`config.mk`:
```
export PLATFORM = sky130hd
export DESIGN_NAME = tlb_fa
export DESIGN_NICKNAME = d
export VERILOG_FILES = /design/src/rtl/tlb_fa.sv
export SDC_FILE = /design/constraint.sdc
export NUM_CORES = 1
export LEC_CHECK = 0
export BUFFER_PORTS_ARGS = -buffer_cell sky130_fd_sc_hd__buf_2
export CORE_ASPECT_RATIO = 1.75
export CORE_MARGIN = 2
export CORE_UTILIZATION = 40
export CTS_CLUSTER_DIAMETER = 40
export DETAILED_ROUTE_END_ITERATION = 10
export GPL_TIMING_DRIVEN = 1
export PLACE_DENSITY_LB_ADDON = 0.1
export REMOVE_ABC_BUFFERS = 1
export SYNTH_ARGS = -nofsm -noshare
export SYNTH_HDL_FRONTEND = slang
export SYNTH_SLANG_ARGS = --single-unit
```
`constraint.sdc`:
```
create_clock -name clk -period 5.4 [get_ports clk]
set_clock_uncertainty 0.05 [all_clocks]
set_input_delay 1.08 -clock clk [delete_from_list [all_inputs] [get_ports clk]]
set_output_delay 1.08 -clock clk [all_outputs]
set_load 0.01 [all_outputs]
```
`src/rtl/tlb_fa.sv`:
```
module tlb_fa #(
  parameter int VPN_W   = 20,
  parameter int PPN_W   = 20,
  parameter int OFF_W   = 12,
  parameter int ENTRIES = 8,
  parameter int BASE_W  = 32,
  localparam int IDX_W  = $clog2(ENTRIES),
  localparam int VA_W   = VPN_W + OFF_W,
  localparam int PA_W   = PPN_W + OFF_W
) (
  input  logic              clk,
  input  logic              rst_n,
  input  logic              lk_valid,
  input  logic [1:0]        lk_kind,
  input  logic [VA_W-1:0]   lk_vaddr,
  output logic              lk_hit,
  output logic              lk_fault,
  output logic              lk_walk,
  output logic [PA_W-1:0]   lk_paddr,
  input  logic              fill_valid,
  input  logic [VPN_W-1:0]  fill_vpn,
  input  logic [PPN_W-1:0]  fill_ppn,
  input  logic [2:0]        fill_perm,
  input  logic              fill_dirty,
  input  logic              base_wr,
  input  logic [BASE_W-1:0] base_in,
  output logic [BASE_W-1:0] base_out
);

  logic [ENTRIES-1:0] vld, drt, match, fmatch;
  logic [VPN_W-1:0]   tag  [ENTRIES];
  logic [PPN_W-1:0]   ppn  [ENTRIES];
  logic [2:0]         perm [ENTRIES];
  logic [IDX_W-1:0]   rr, victim;
  logic               use_rr;
  logic [BASE_W-1:0]  base_q;

  wire [VPN_W-1:0] lk_vpn = lk_vaddr[VA_W-1:OFF_W];
  wire             is_store = (lk_kind == 2'd1);

  for (genvar i = 0; i < ENTRIES; i++) begin : g_cmp
    assign match[i]  = vld[i] && (tag[i] == lk_vpn);
    assign fmatch[i] = vld[i] && (tag[i] == fill_vpn);
  end

  logic [PPN_W-1:0] sel_ppn;
  logic [2:0]       sel_perm;
  logic             sel_dirty;
  always_comb begin
    sel_ppn = '0; sel_perm = '0; sel_dirty = 1'b0;
    for (int i = 0; i < ENTRIES; i++)
      if (match[i]) begin
        sel_ppn   = sel_ppn | ppn[i];
        sel_perm  = sel_perm | perm[i];
        sel_dirty = sel_dirty | drt[i];
      end
  end

  logic [2:0] need;
  always_comb
    case (lk_kind)
      2'd1:    need = 3'b010;
      2'd2:    need = 3'b100;
      default: need = 3'b001;
    endcase

  wire found      = lk_valid && (|match);
  wire allowed    = |(sel_perm & need);
  wire dirty_miss = found && allowed && is_store && !sel_dirty;

  assign lk_fault = found && !allowed;
  assign lk_hit   = found && allowed && !dirty_miss;
  assign lk_walk  = lk_valid && (!(|match) || dirty_miss);
  assign lk_paddr = lk_hit ? {sel_ppn, lk_vaddr[OFF_W-1:0]} : '0;
  assign base_out = base_q;

  always_comb begin
    victim = rr;
    use_rr = 1'b1;
    if (|fmatch) begin
      use_rr = 1'b0;
      for (int i = ENTRIES-1; i >= 0; i--)
        if (fmatch[i]) victim = IDX_W'(i);
    end else if (!(&vld)) begin
      use_rr = 1'b0;
      for (int i = ENTRIES-1; i >= 0; i--)
        if (!vld[i]) victim = IDX_W'(i);
    end
  end

  always_ff @(posedge clk) begin
    if (!rst_n) begin
      vld    <= '0;
      rr     <= '0;
      base_q <= '0;
    end else if (base_wr) begin
      vld    <= '0;
      base_q <= base_in;
    end else if (fill_valid) begin
      vld[victim] <= 1'b1;
      if (use_rr) rr <= (rr == IDX_W'(ENTRIES-1)) ? '0 : rr + 1'b1;
    end
  end

  always_ff @(posedge clk) begin
    if (!rst_n) begin
      drt <= '0;
      for (int i = 0; i < ENTRIES; i++) begin
        tag[i] <= '0; ppn[i] <= '0; perm[i] <= '0;
      end
    end else if (fill_valid && !base_wr) begin
      tag[victim]  <= fill_vpn;
      ppn[victim]  <= fill_ppn;
      perm[victim] <= fill_perm;
      drt[victim]  <= fill_dirty;
    end
  end

  AST_ONE_OUTCOME: assert property (@(posedge clk) disable iff (!rst_n)
    $onehot0({lk_hit, lk_fault, lk_walk}));
  AST_UNIQUE_TAG: assert property (@(posedge clk) disable iff (!rst_n)
    $onehot0(match));
  AST_IDLE_QUIET: assert property (@(posedge clk) disable iff (!rst_n)
    !lk_valid |-> !(lk_hit || lk_fault || lk_walk));
  AST_FLUSH_EMPTIES: assert property (@(posedge clk) disable iff (!rst_n)
    base_wr |=> !(lk_hit || lk_fault));
  AST_STORE_DIRTY: assert property (@(posedge clk) disable iff (!rst_n)
    (lk_hit && is_store) |-> sel_dirty);
  AST_NO_MATCH_WALKS: assert property (@(posedge clk) disable iff (!rst_n)
    (lk_valid && !(|match)) |-> lk_walk);

endmodule

```
==> metrics.yaml <==
synthesis:
  synthTopCellsByArea: "edfxtp_1 (51%), and2_1 (11%), xnor2_1 (11%), dfxtp_1 (5.0%), xor2_1 (2.9%)"
  synth_edf_count: 344
  ys_seq_area_share_pct: 55.6
  synthXorXnorAreaFrac_pct: 13.7
  ys_types: 64
  synthSimpleGateAreaFrac_pct: 19.8
  synth_compound_area_share_pct: 6.22
  synthAdderAreaFrac_pct: 0.307
  synth_top_area_cell: "edfxtp_1"
  syn_area_per_cell_um2: 12.1
  yosysWarnings: 0
  ys.flop_type: "edfxtp_1"
  synth_top_area_share_pct: 50.6
  synth_top_family_by_area: "simple AND/OR/NAND/NOR gates"
  synth-seq-cells: 395
  synthArstFlopShare_pct: 0
  synthCells: 1682
  syn_area_um2: 20400
  synthMuxAreaShare_pct: 1.67
grt:
  grt_pass1_vias: 14500
  grt_pass1_wl_um: 98100
  track_usage_pct: 25.7
  grt-ovfl-total: 0
  antenna_found_initial: 3
  grt_max_degree: 52
detailed_routing:
  ant_nets: 0
  drt_iter0_markers: 1022
  wire_per_inst_um: 26.7
  via_per_inst: 5.45
  drc: 0
  routed_wl_um: 68800
  vias: 14100
  drt-pass1-iter-count: 5
placement:
  gp_congestion: 0.931
  io_buffers: 181
  dp_hpwl_um: 47200
  post-place-ws_ns: 0.355
  place_inst: 2497
critical_path:
  cp_max_fo: 33
  startpoint_type: "input pin"
  cp_slowest_cell: "nor4_1"
  worstSetupPathType: "in2out"
  critPathMaxStageDelay_ns: 0.47
  worstSetupStartpoint: "lk_vaddr[29]"
  worst_setup_path_end_kind: "output pin"
  cp.required_ns: 4.27
  worst-endpoint-arrival_ns: 4.00
  r2r_start: "tag[1][7]"
  crit_path_cell_trace: "buf_2 > xnor2_1 > nand4_1 > nor4_1 > buf_4 > and2_1 > buf_4 > nand2_1 > nand4_1 > o2111a_1 > buf_12 > a21boi_0 > buf_2"
power:
  power_frac_comb_pct: 8.8
  power.sequential.fraction_pct: 48.7
  internal_power_w: 0.00542
  switchingPower_w: 0.00178
  clkPwrFrac_pct: 42.5
  sw_frac_of_total_pct: 24.8
  p_leak_nw: 8.92
  p_per_area_nw_per_um2: 299
  max-vdd-ir-drop_uv: 246
timing:
  hold_viol: 0
  setup_viol: 0
  clock.fmax_mhz: 195
  fin_ws_ns: 0.269
  rsz0062_at_grt: "no"
  max_slew.worst_pin.slew_ns: 0.725
  finalCriticalPeriod_ns: 5.13
  relSlewSlack_pct: 51.5
  tns_ns: 0
  fin_crit_sh_pct: 95.0
  finalMaxSlewViolations: 0
clock_tree:
  cts_resized: 0
  htree_levels: 2
  clk_latency_ns: 0.57
  cts_buffers: 44
  cts-root-buf: "clkbuf_16"
  cts_max_path_buffers: 3
  tritoncts: "built"
  clkSinkCount: 395
  clkTransAtPathRegs_ns: 0.06
  cts_hold_buf: 0
  cts_setup_buffers: 0
cells_and_area:
  layout_common_cells: "and2_1 (372), edfxtp_1 (344), xnor2_1 (253), buf_2 (181), nand4_1 (75)"
  fill_cells: 4664
  utilization_pct: 47.7
  antenna_cells: 0
  area_delta_synth_final_pct: 17.9
  stdcell_count: 2578
  nets: 1997
  final_common_cell: "and2_1"
  multi_input_area_um2: 8530
  drive_gt1_share_pct: 19.4
  register_area_um2: 11400
hold_path:
  holdCritPathClass: "reg2reg"
  holdCritStartpoint: "base_out[14]"
floorplanning:
  num_rows: 109
  core_area_um2: 50500
  die_area_um2: 52900
  die_w_um: 175
  dieHeight_um: 303
  ios: 182
  start_util_pct: 40.4
status:
  status: "finished clean"
job:
  maxCapViolCount: 0
flip-flops by register name (all words and copies together), names as in the netlist:
signal,flops
vld,8
drt,8
ppn,160
tag,160
base_out,32
rr,3
perm,24
synthesized netlist by cell type, drive strengths merged (3+ instances only):
| cell type | instances |
|---|---|
| nor2 | 11 |
| nor4 | 41 |
| mux2i | 34 |
| a211oi | 4 |
| nor3 | 14 |
| o211ai | 3 |
| nor2b | 41 |
| or4 | 6 |
| a21o | 8 |
| nand2b | 4 |
| buf | 18 |
| a21boi | 15 |
| a32o | 13 |
| o21ai | 3 |
| edfxtp | 344 |
| a22oi | 12 |
| nand4 | 75 |
| nand2 | 29 |
| xnor2 | 253 |
| xor2 | 67 |
| dfxtp | 51 |
| nand3 | 34 |
| a221oi | 34 |
| clkbuf | 106 |
| o2bb2ai | 3 |
| inv | 12 |
| a22o | 36 |
| ha | 5 |
| and2 | 372 |
final cells by class:
class                      count  area share [%]
timing repair buffer         273            7.67
tap                          666            3.46
clock inverter                32            1.33
multi-input combinational   1151            35.5
inverter                      12           0.187
sequential                   395            47.2
clock buffer                  49            4.74
worst paths after layout:
path	endpoint	slack, ns	depth (start not counted)
max	lk_paddr[27]	0.27	13
min	base_out[14]	0.46	2
max reg2reg	ppn[3][10]	1.60	10
min reg2reg	base_out[14]	0.46	2
cells by family (layout without fill, tap and decap cells):
logic type,Yosys count,in the layout
XOR/XNOR,320,320
multiplexers,34,34
AO/OA/AOI/OAI,146,146
buffers and inverters,136,366
adder cells (fa/ha/maj),5,5
AND/OR/NAND/NOR,646,646
flip-flops,395,395
critical path: cells and delay by family:
| kind | cells | cell delay, ns |
|---|---|---|
| XOR/XNOR | 1 | 0.18 |
| AND/OR/NAND/NOR | 5 | 1.02 |
| buffers and inverters | 5 | 1.19 |
| AO/OA/AOI/OAI | 2 | 0.50 |
metrics by stage:
stage | instance area, um^2 | total power (W) | hold slack (ns)
after floorplan | 19900 | 0.00385 | 0.391
after global placement | 22600 | 0.00420 | 0.434
after detailed placement | 22600 | 0.00420 | 0.449
after CTS | 24100 | 0.00726 | 0.460
after global routing | 24100 | 0.00743 | 0.482
final | 24100 | 0.00720 | 0.458
power groups by stage:
stage | combinational [W] | clock (W) | sequential [W]
after floorplan | 0.000296 | 0 | 0.00356
after global placement | 0.000628 | 0 | 0.00357
after detailed placement | 0.000630 | 0 | 0.00357
after CTS | 0.000634 | 0.00312 | 0.00351
after global routing | 0.000673 | 0.00324 | 0.00351
final | 0.000632 | 0.00306 | 0.00351
routing by layer:
metal / global-route usage (%) / vias up / wire length, um
met1: 29.3 / 7046 / 26100
met3: 2.81 / 130 / 3090
li1: - / 6390 / -
met5: 0 / - / 0
met4: 12.4 / 0 / 3490
met2: 47.7 / 486 / 36100
Note: power is estimated with default switching activity, not from simulation.
